<file path="src/rtl/rbm_pkg.sv">
package rbm_pkg;

    typedef enum logic [1:0] {
        TR_IDLE   = 2'b00,
        TR_BUSY   = 2'b01,
        TR_NONSEQ = 2'b10,
        TR_SEQ    = 2'b11
    } htrans_t;

    typedef enum logic [1:0] {
        K_DATA  = 2'b00,
        K_MULTI = 2'b01,
        K_FETCH = 2'b10,
        K_RSVD  = 2'b11
    } req_kind_t;

    typedef enum logic [2:0] {
        ST_IDLE,
        ST_ADDR,
        ST_DRAIN,
        ST_FINISH,
        ST_REJECT
    } fsm_t;

    localparam logic [2:0] BURST_SINGLE = 3'b000;
    localparam logic [2:0] BURST_INCR   = 3'b001;

endpackage

</file>
<file path="src/rtl/regmask_scan.sv">
module regmask_scan #(
    parameter int NREG  = 16,
    parameter int IDX_W = $clog2(NREG),
    parameter int CNT_W = $clog2(NREG + 1)
) (
    input  logic [NREG-1:0]  mask,
    output logic [CNT_W-1:0] count,
    output logic [IDX_W-1:0] first_idx
);
    always_comb begin
        count     = '0;
        first_idx = '0;
        for (int i = NREG - 1; i >= 0; i--) begin
            count = count + CNT_W'(mask[i]);
            if (mask[i]) begin
                first_idx = IDX_W'(i);
            end
        end
    end
endmodule

</file>
<file path="src/rtl/burst_req_check.sv">
module burst_req_check
    import rbm_pkg::*;
#(
    parameter int NREG      = 16,
    parameter int MAX_BEATS = 14,
    parameter int CNT_W     = $clog2(NREG + 1)
) (
    input  req_kind_t        kind,
    input  logic [1:0]       size,
    input  logic [NREG-1:0]  mask,
    output logic             legal,
    output logic [NREG-1:0]  beat_mask
);
    logic [CNT_W-1:0] bits_set;

    always_comb begin
        bits_set = '0;
        for (int i = 0; i < NREG; i++) begin
            bits_set = bits_set + CNT_W'(mask[i]);
        end
    end

    always_comb begin
        legal     = 1'b0;
        beat_mask = NREG'(1);
        unique case (kind)
            K_DATA:  legal = (size != 2'b11);
            K_FETCH: legal = 1'b1;
            K_MULTI: begin
                legal     = (bits_set != '0) && (bits_set <= CNT_W'(MAX_BEATS));
                beat_mask = mask;
            end
            default: legal = 1'b0;
        endcase
    end
endmodule

</file>
<file path="src/rtl/regburst_master.sv">
module regburst_master
    import rbm_pkg::*;
#(
    parameter int ADDR_W    = 32,
    parameter int DATA_W    = 32,
    parameter int NREG      = 16,
    parameter int MAX_BEATS = 14,
    parameter int IDX_W     = $clog2(NREG)
) (
    input  logic              clk,
    input  logic              rst_n,
    input  logic              req_valid,
    output logic              req_ready,
    input  logic [1:0]        req_kind,
    input  logic              req_write,
    input  logic [1:0]        req_size,
    input  logic [ADDR_W-1:0] req_addr,
    input  logic [NREG-1:0]   req_mask,
    input  logic [DATA_W-1:0] req_wdata,
    output logic [IDX_W-1:0]  wr_reg_idx,
    input  logic [DATA_W-1:0] wr_reg_data,
    output logic              rd_valid,
    output logic [IDX_W-1:0]  rd_idx,
    output logic [DATA_W-1:0] rd_data,
    output logic              done,
    output logic              err,
    output logic [ADDR_W-1:0] haddr,
    output logic [1:0]        htrans,
    output logic              hwrite,
    output logic [2:0]        hsize,
    output logic [2:0]        hburst,
    output logic [DATA_W-1:0] hwdata,
    input  logic [DATA_W-1:0] hrdata,
    input  logic              hready
);
    localparam int          BYTES   = DATA_W / 8;
    localparam int          CNT_W   = $clog2(NREG + 1);
    localparam logic [2:0]  SZ_WORD = 3'($clog2(BYTES));

    fsm_t              state, state_nx;
    req_kind_t         op_kind;
    logic              op_write;
    logic [1:0]        op_size;
    logic [DATA_W-1:0] op_wdata;
    logic [NREG-1:0]   rem_mask;
    logic [ADDR_W-1:0] cur_addr;
    logic              first_beat;
    logic              dp_valid, dp_write;
    logic [IDX_W-1:0]  dp_idx;
    logic [DATA_W-1:0] hwdata_q;
    logic              rd_valid_q;
    logic [IDX_W-1:0]  rd_idx_q;
    logic [DATA_W-1:0] rd_data_q;

    logic              req_legal;
    logic [NREG-1:0]   req_beats;
    logic [CNT_W-1:0]  rem_cnt;
    logic [IDX_W-1:0]  cur_idx;
    logic              accept, addr_go, dp_done, last_beat;

    burst_req_check #(.NREG(NREG), .MAX_BEATS(MAX_BEATS), .CNT_W(CNT_W)) u_check (
        .kind      (req_kind_t'(req_kind)),
        .size      (req_size),
        .mask      (req_mask),
        .legal     (req_legal),
        .beat_mask (req_beats)
    );

    regmask_scan #(.NREG(NREG), .IDX_W(IDX_W), .CNT_W(CNT_W)) u_scan (
        .mask      (rem_mask),
        .count     (rem_cnt),
        .first_idx (cur_idx)
    );

    assign accept    = (state == ST_IDLE) && req_valid && req_legal;
    assign addr_go   = (state == ST_ADDR) && hready;
    assign dp_done   = dp_valid && hready;
    assign last_beat = (rem_cnt == CNT_W'(1));

    // State register
    always_ff @(posedge clk or negedge rst_n) begin
        if (!rst_n) state <= ST_IDLE;
        else        state <= state_nx;
    end

    // Transitions
    always_comb begin
        state_nx = state;
        unique case (state)
            ST_IDLE:   if (req_valid) state_nx = req_legal ? ST_ADDR : ST_REJECT;
            ST_ADDR:   if (hready && last_beat) state_nx = ST_DRAIN;
            ST_DRAIN:  if (hready) state_nx = ST_FINISH;
            ST_FINISH: state_nx = ST_IDLE;
            ST_REJECT: state_nx = ST_IDLE;
            default:   state_nx = ST_IDLE;
        endcase
    end

    // Request capture and beat walk
    always_ff @(posedge clk or negedge rst_n) begin
        if (!rst_n) begin
            op_kind    <= K_DATA;
            op_write   <= 1'b0;
            op_size    <= 2'b00;
            op_wdata   <= '0;
            rem_mask   <= '0;
            cur_addr   <= '0;
            first_beat <= 1'b0;
            dp_valid   <= 1'b0;
            dp_write   <= 1'b0;
            dp_idx     <= '0;
            hwdata_q   <= '0;
        end else begin
            if (accept) begin
                op_kind    <= req_kind_t'(req_kind);
                op_write   <= req_write && (req_kind_t'(req_kind) != K_FETCH);
                op_size    <= req_size;
                op_wdata   <= req_wdata;
                rem_mask   <= req_beats;
                cur_addr   <= req_addr;
                first_beat <= 1'b1;
            end else if (addr_go) begin
                rem_mask   <= rem_mask & ~(NREG'(1) << cur_idx);
                cur_addr   <= cur_addr + ADDR_W'(BYTES);
                first_beat <= 1'b0;
            end
            if (addr_go) begin
                dp_valid <= 1'b1;
                dp_write <= op_write;
                dp_idx   <= cur_idx;
                hwdata_q <= (op_kind == K_MULTI) ? wr_reg_data : op_wdata;
            end else if (dp_done) begin
                dp_valid <= 1'b0;
            end
        end
    end

    // Read-beat capture
    always_ff @(posedge clk or negedge rst_n) begin
        if (!rst_n) begin
            rd_valid_q <= 1'b0;
            rd_idx_q   <= '0;
            rd_data_q  <= '0;
        end else begin
            rd_valid_q <= dp_done && !dp_write;
            if (dp_done) begin
                rd_idx_q  <= dp_idx;
                rd_data_q <= hrdata;
            end
        end
    end

    // Outputs
    always_comb begin
        req_ready  = (state == ST_IDLE);
        done       = (state == ST_FINISH);
        err        = (state == ST_REJECT);
        htrans     = TR_IDLE;
        haddr      = '0;
        hwrite     = 1'b0;
        if (state == ST_ADDR) begin
            htrans = first_beat ? TR_NONSEQ : TR_SEQ;
            haddr  = cur_addr;
            hwrite = op_write;
        end
        hsize      = (op_kind == K_DATA) ? {1'b0, op_size} : SZ_WORD;
        hburst     = (op_kind == K_FETCH) ? BURST_SINGLE : BURST_INCR;
        hwdata     = hwdata_q;
        wr_reg_idx = cur_idx;
        rd_valid   = rd_valid_q;
        rd_idx     = rd_idx_q;
        rd_data    = rd_data_q;
    end

    // no transfer outside a request
    p_idle_quiet_r1: assert property (@(posedge clk) disable iff (!rst_n)
        req_ready |-> (htrans == TR_IDLE));

    // continuation beats are word-sized incrementing beats
    p_seq_word_r4: assert property (@(posedge clk) disable iff (!rst_n)
        (htrans == TR_SEQ) |-> (hsize == SZ_WORD && hburst == BURST_INCR));

    // a burst opens with NONSEQ
    p_first_nonseq_r5: assert property (@(posedge clk) disable iff (!rst_n)
        (htrans != TR_IDLE && $past(htrans) == TR_IDLE) |-> (htrans == TR_NONSEQ));

    // address steps one word after an accepted beat
    p_addr_step_r5: assert property (@(posedge clk) disable iff (!rst_n)
        ($past(hready) && htrans == TR_SEQ) |-> (haddr == $past(haddr) + ADDR_W'(BYTES)));

    // read tags rise within a burst
    p_rd_order_r6: assert property (@(posedge clk) disable iff (!rst_n)
        (rd_valid && $past(rd_valid)) |-> (rd_idx > $past(rd_idx)));

    // rejection has no bus activity
    p_err_no_bus_r7: assert property (@(posedge clk) disable iff (!rst_n)
        err |-> (htrans == TR_IDLE && !done));

    // address phase held during a wait state
    p_hold_r8: assert property (@(posedge clk) disable iff (!rst_n)
        (htrans != TR_IDLE && !hready) |=> ($stable(haddr) && $stable(htrans)));

    // completion follows the final data phase, one cycle wide
    p_done_after_dp_r9: assert property (@(posedge clk) disable iff (!rst_n)
        done |-> ($past(dp_valid) && $past(hready)));
    p_done_pulse_r9: assert property (@(posedge clk) disable iff (!rst_n)
        done |=> !done);

    // only SINGLE or INCR burst encodings
    p_burst_legal_r10: assert property (@(posedge clk) disable iff (!rst_n)
        (hburst == BURST_SINGLE || hburst == BURST_INCR));

endmodule

</file>
<file path="config.mk">
export PLATFORM = sky130hd
export DESIGN_NAME = regburst_master
export DESIGN_NICKNAME = d
export VERILOG_FILES = /design/src/rtl/rbm_pkg.sv /design/src/rtl/regmask_scan.sv /design/src/rtl/burst_req_check.sv /design/src/rtl/regburst_master.sv
export SDC_FILE = /design/constraint.sdc
export NUM_CORES = 1
export LEC_CHECK = 0
export CORE_ASPECT_RATIO = 0.9
export CORE_MARGIN = 4
export CORE_UTILIZATION = 66
export DETAILED_ROUTE_END_ITERATION = 7
export DONT_BUFFER_PORTS = 1
export HOLD_SLACK_MARGIN = 0.05
export PLACE_DENSITY = 0.86
export REMOVE_ABC_BUFFERS = 1
export SKIP_CTS_REPAIR_TIMING = 1
export SLEW_MARGIN = 20
export SYNTH_ARGS = -nofsm -noshare
export SYNTH_HDL_FRONTEND = slang
export SYNTH_SLANG_ARGS = --single-unit
</file>
<file path="constraint.sdc">
create_clock -name clk -period 13.2 [get_ports clk]
set_input_delay 1.32 -clock clk [delete_from_list [all_inputs] [get_ports clk]]
set_output_delay 1.32 -clock clk [all_outputs]
set_load 0.005 [all_outputs]
</file>
======== After elaboration in Yosys (flattened, before gate mapping) ========
Index checks and enable logic that the tools add are counted.
word-level totals
  input port bits ......................... 153
  flip-flop bits (word level) ............. 164
  output and inout port bits .............. 117
operators by class
  $lt $le $gt $ge ......................... 1
  $add $sub $neg .......................... 31
  bitwise operators ....................... 2
  mux-type cells .......................... 38
  reduce and logical (&&, ||, !) cells .... 16
  equality and inequality tests ........... 14
  shift operators ......................... 1
operator list
  kind                     count
  $add A5 B1 Y5            28
  $mux W32                 4
  $mux W4                  16
  $mux W16                 3
  $add A32 B3 Y32 const B  1
  $and A16 B16 Y16         1
  $not A16 Y16             1
  $shl A1 B4 Y16 const A   1
  $mux W3                  4
  $pmux W3 S3              1
  $logic_and A1 B1 Y1      8
  $ne A2 B2 Y1 const B     4
  $mux W1                  7
  $eq A3 B2 Y1 const B     2
  $eq A5 B1 Y1 const B     1
  $le A5 B4 Y1 const B     1
  $reduce_bool A5 Y1       1
  $add A1 B1 Y2            2
  $eq A2 B1 Y1 const B     2
  $eq A2 B2 Y1 const B     2
  $logic_not A2 Y1         2
  $mux W2                  2
  $reduce_bool A2 Y1       2
  $eq A3 B1 Y1 const B     1
  6 further kinds          6

======== Longest topological paths before layout ========
  depth in word-level cells ............... 21
  depth in mapped cells ................... 20

======== Hierarchy ========
From an unflattened synthesis, not the netlist that was laid out.
unflattened totals
  cell total of the unflattened synthesis .. 890
  area total of the unflattened synthesis .. 8536.9 sq um
by module, submodules not included
  module           cells each  area each (sq um)  instances
  regburst_master  752         7442.1             1
  regmask_scan     70          560.5              1
  burst_req_check  68          534.3              1

======== Worst setup path after synthesis ========
No wires, ideal clock.
  path type ............................... input port to flip-flop
  from .................................... in req_mask[0]
  to ...................................... reg op_wdata[10]
  path buffers ............................ 1
  library setup time ...................... 125 ps
  data arrival time ....................... 5887 ps
  slack ................................... 7188 ps
  stages .................................. 17
  cell sequence ........................... ha_1 -> inv_1 -> fa_1 -> inv_1 -> fa_1 -> fa_1 -> inv_1 -> fa_1 -> inv_1 -> fa_1 -> and3_1 -> or3_1 -> and3_4 -> or4_4 -> nand2_2 -> buf_4 -> mux2_2
between the ends
  longest elaborated chain between the ends .. 19
  elaborated cells on any way between the ends .. 20
ends and longest elaborated chain
  item                                                line                    text
  start, declared                                     regburst_master.sv:18   input logic [NREG-1:0] req_mask,
  $add A1 B1 Y2 *                                     burst_req_check.sv:19   bits_set = bits_set + CNT_W'(mask[i]);
  $add A5 B1 Y5 * (14 in a row)                       burst_req_check.sv:19
  $le A5 B4 Y1 or $reduce_bool A5 Y1 (tied branches)  burst_req_check.sv:30   legal = (bits_set != '0) && (bits_set <= CNT_W'(MAX_BEATS));
  $logic_and A1 B1 Y1 *                               burst_req_check.sv:30
  $pmux W1 S3 *                                       burst_req_check.sv:26   unique case (kind)
  $logic_and A1 B1 Y1 *                               regburst_master.sv:75   assign accept = (state == ST_IDLE) && req_valid && req_legal;
  end signal, assigned                                regburst_master.sv:118  op_wdata <= req_wdata;
  end, declared                                       regburst_master.sv:44   logic [DATA_W-1:0] op_wdata;
Every way passes the cells marked *; elsewhere a longest branch is shown, timed or not.
A chain may end at the register's enable or synchronous reset.

======== Worst setup path in the final report ========
  from .................................... in req_mask[0]
  to ...................................... reg op_wdata[11]
The elaborated chain is that of the path after synthesis.

==> flow_summary.ini <==
[route]
routed_wire_length_per_instance_um = 22.0
detail_route.first_pass.iterations = 6
detail_route.wirelength_um = 21600
drc = 0
route.detailed.vias_per_inst = 6.38
antenna_left = 0
via_count = 6254
drtIter0Drc = 417

[timing]
slew_headroom = 0.253
timing_worst_slew_pin_value_ns = 1.11
setup_repair_after_global_routing_missed_its_margin = no
hold_ws_ns = 0.425
fmaxAchievable_mhz = 152
fin_tns_setup_ns = 0
post-route-period-util = 0.498
hold_viol = 0
timing.final.crit_period_ns = 6.57
slew_violations = 0
finalSetupViolations = 0
worst_clock_skew_ns = 0.00647

[setup_path]
path_cells = ha_1 -> inv_1 -> fa_1 -> inv_1 -> fa_1 -> fa_1 -> inv_1 -> fa_1 -> inv_1 -> fa_1 -> inv_1 -> fa_1 -> nand3b_1 -> a21oi_1 -> or4_4 -> nand2_2 -> buf_4 -> mux2_2
regToRegSetupSlack_ns = 8.75
timing.critical_path.arrival_ns = 6.86
count_of_buffer_and_inverter_cells_on_the_critical_path = 6
worst_r2r_startpoint = rem_mask[14]
critical-path-max-stage-delay_ns = 0.68
crit_fanout = 36
crit_path_end_kind = register
setup.worst_path.class = in2reg
reg2reg_depth = 17
critPathSlowestCell = sky130_fd_sc_hd__or4_4
path_delay_family = adder cells
critical_path.most_common_cell = sky130_fd_sc_hd__fa_1
worstReg2RegEnd = state[0]
crit_required_ns = 13.50
setup.worst_path.start_class = input pin

[floorplanning]
boundaryPins = 270
placement_rows = 39
initial_utilization = 0.679
core_area_mm2 = 0.0127
die-width_um = 129
die_area_mm2 = 0.0150
dieHeight_um = 117

[final_layout]
nets = 989
antennaDiodeCount = 0
most_frequent_cells_in_the_layout = sky130_fd_sc_hd__dfrtp_1 (164), sky130_fd_sc_hd__o21ai_0 (78), sky130_fd_sc_hd__nand2_1 (77)
final_layout_size_suffix_gt1_frac = 0.157
fin_cells = 980
area_delta_synth_final_pct = 7.40
layout.cells.most_common = sky130_fd_sc_hd__dfrtp_1
multi_input_comb_area_mm2 = 0.00419
num-fill-cells = 858
final-seq-area_mm2 = 0.00410

[synth]
ys_seq_elements = 164
syn_area_mm2 = 0.00865
ys_top_cells_by_area = sky130_fd_sc_hd__dfrtp_1 (47%), sky130_fd_sc_hd__mux2_2 (9.8%), sky130_fd_sc_hd__fa_1 (4.6%), sky130_fd_sc_hd__o21ai_0 (4.5%), sky130_fd_sc_hd__mux2i_1 (3.9%)
post_synth_num_cell_types = 59
yosys_warnings = 0
synth_sequential_area_ratio = 0.475
synth-main-ff-cell = sky130_fd_sc_hd__dfrtp_1
post_synth_inst_count = 823
asyncSetResetFlopFracSynth = 1.00
post-synth-top-area-fraction = 0.475
post_synth.cell_area_avg_um2 = 10.5
synth.largest_area_cell = sky130_fd_sc_hd__dfrtp_1
number_of_flops_mapped_to_enable_cells_by_yosys = 0

[power]
power.ir.vdd_worst_uv = 150
p_leak_nw = 4.14
power_per_cell_area_mw_per_mm2 = 257

[worst_hold_path]
worst_hold_startpoint = dp_write
hold_path_class = reg2reg
hold-path-endpoint = rd_valid
holdPathStages = 1

[placed_design]
port_buffers = 0
place_inst = 948
dpl.hpwl_um = 15700
gp_congestion = 0.902

[grt]
via_count_of_the_first_global_routing_pass = 6415
gr-usage-all-layers = 0.291
grt_first_pass_wirelength_um = 34000
initial_antenna_violation_count = 0
grt_remaining_overflow = 0
grt_max_degree = 165

[clock_tree]
clock_sink_count = 164
cts.reportedPaths.clkPinSlew_ns = 0.06
cts.htree.levels = 4
clk_root_buffer_cell = sky130_fd_sc_hd__clkbuf_16
tritoncts_clock_tree = done
clk_path_buf_depth = 2
clkLatencyLatePin_ns = 0.42
cts_made_buffers = 17

[run_status]
outcome = finished clean

[flow_run]
max_cap_viol_count = 0
cells in the mapped netlist (all sizes together) (4+ instances only):
cell,count
a21oi,10
a221o,12
a31oi,7
and2,38
and3,10
buf,15
clkbuf,34
dfrtp,164
fa,20
ha,13
inv,47
mux2,80
mux2i,34
nand2,78
nand2b,5
nand3,42
nand4,16
nor2,34
nor2b,6
nor3,10
nor3b,5
nor4,6
o21ai,78
o41ai,4
or3,5
xnor2,8
xor2,5
metal layers:
metal	vias to the layer above	global-route usage	routed length, µm	share of wire
met3	51	0.107	2220	0.10
met1	3048	0.353	8040	0.37
met5	-	0	0	0
met2	325	0.482	10700	0.50
li1	2830	-	-	-
met4	0	0.102	588	0.027
worst max-delay path by stage:
stage                      from      endpoint  slack [ns]  depth (start not counted)
detailed placement  req_mask[0]  op_wdata[11]        6.22                         19
finish              req_mask[0]  op_wdata[11]        6.63                         18
CTS                 req_mask[0]  op_wdata[11]        6.65                         18
global placement    req_mask[0]  op_wdata[28]        6.41                         17
global route        req_mask[0]  op_wdata[11]        6.41                         19
floorplan           req_mask[0]   op_wdata[0]        6.70                         16
final cells by class:
cell class / count / share of cell area
Clock buffer: 19 / 0.0477
Clock inverter: 13 / 0.0120
Inverter: 47 / 0.0190
Multi-Input combinational cell: 565 / 0.451
Sequential cell: 164 / 0.442
Tap cell: 164 / 0.0221
Timing Repair Buffer: 8 / 0.00647
stage by stage:
step	power [W]	setup slack (ns)	area [µm²]	utilization
after floorplan	0.00166	6.70	8430	-
after global placement	0.00186	6.41	8720	0.685
after detailed placement	0.00193	6.22	8730	0.685
after CTS	0.00241	6.65	9280	0.729
after global routing	0.00259	6.41	9290	0.729
final	0.00239	6.63	9290	0.729
sequential cells by signal, indices dropped and copies added (netlist names), 2 cells and up:
signal,cells
op_kind,2
rem_mask,16
op_size,2
state,3
op_wdata,32
rd_idx,4
rd_data,32
hwdata,32
dp_idx,4
cur_addr,32
cells by family after synthesis:
| kind of cell | after synthesis | synth area share |
|---|---|---|
| flops | 164 | 0.475 |
| fa+ha+maj | 33 | 0.0651 |
| simple gates | 267 | 0.160 |
| compound gates | 135 | 0.0968 |
| buf+inv | 96 | 0.0465 |
| other cells | 1 | 0.000434 |
| mux | 114 | 0.144 |
| xor+xnor | 13 | 0.0132 |
report_power, final:
| part | internal (W) | switching [W] | total [W] | leakage [nW] |
|---|---|---|---|---|
| Clock | 0.000263 | 0.000200 | 0.000463 | 0.264 |
| Sequential | 0.000742 | 0.000237 | 0.000979 | 2.02 |
| Combinational | 0.000434 | 0.000514 | 0.000948 | 1.85 |
Note: power is estimated with default switching activity, not from simulation.
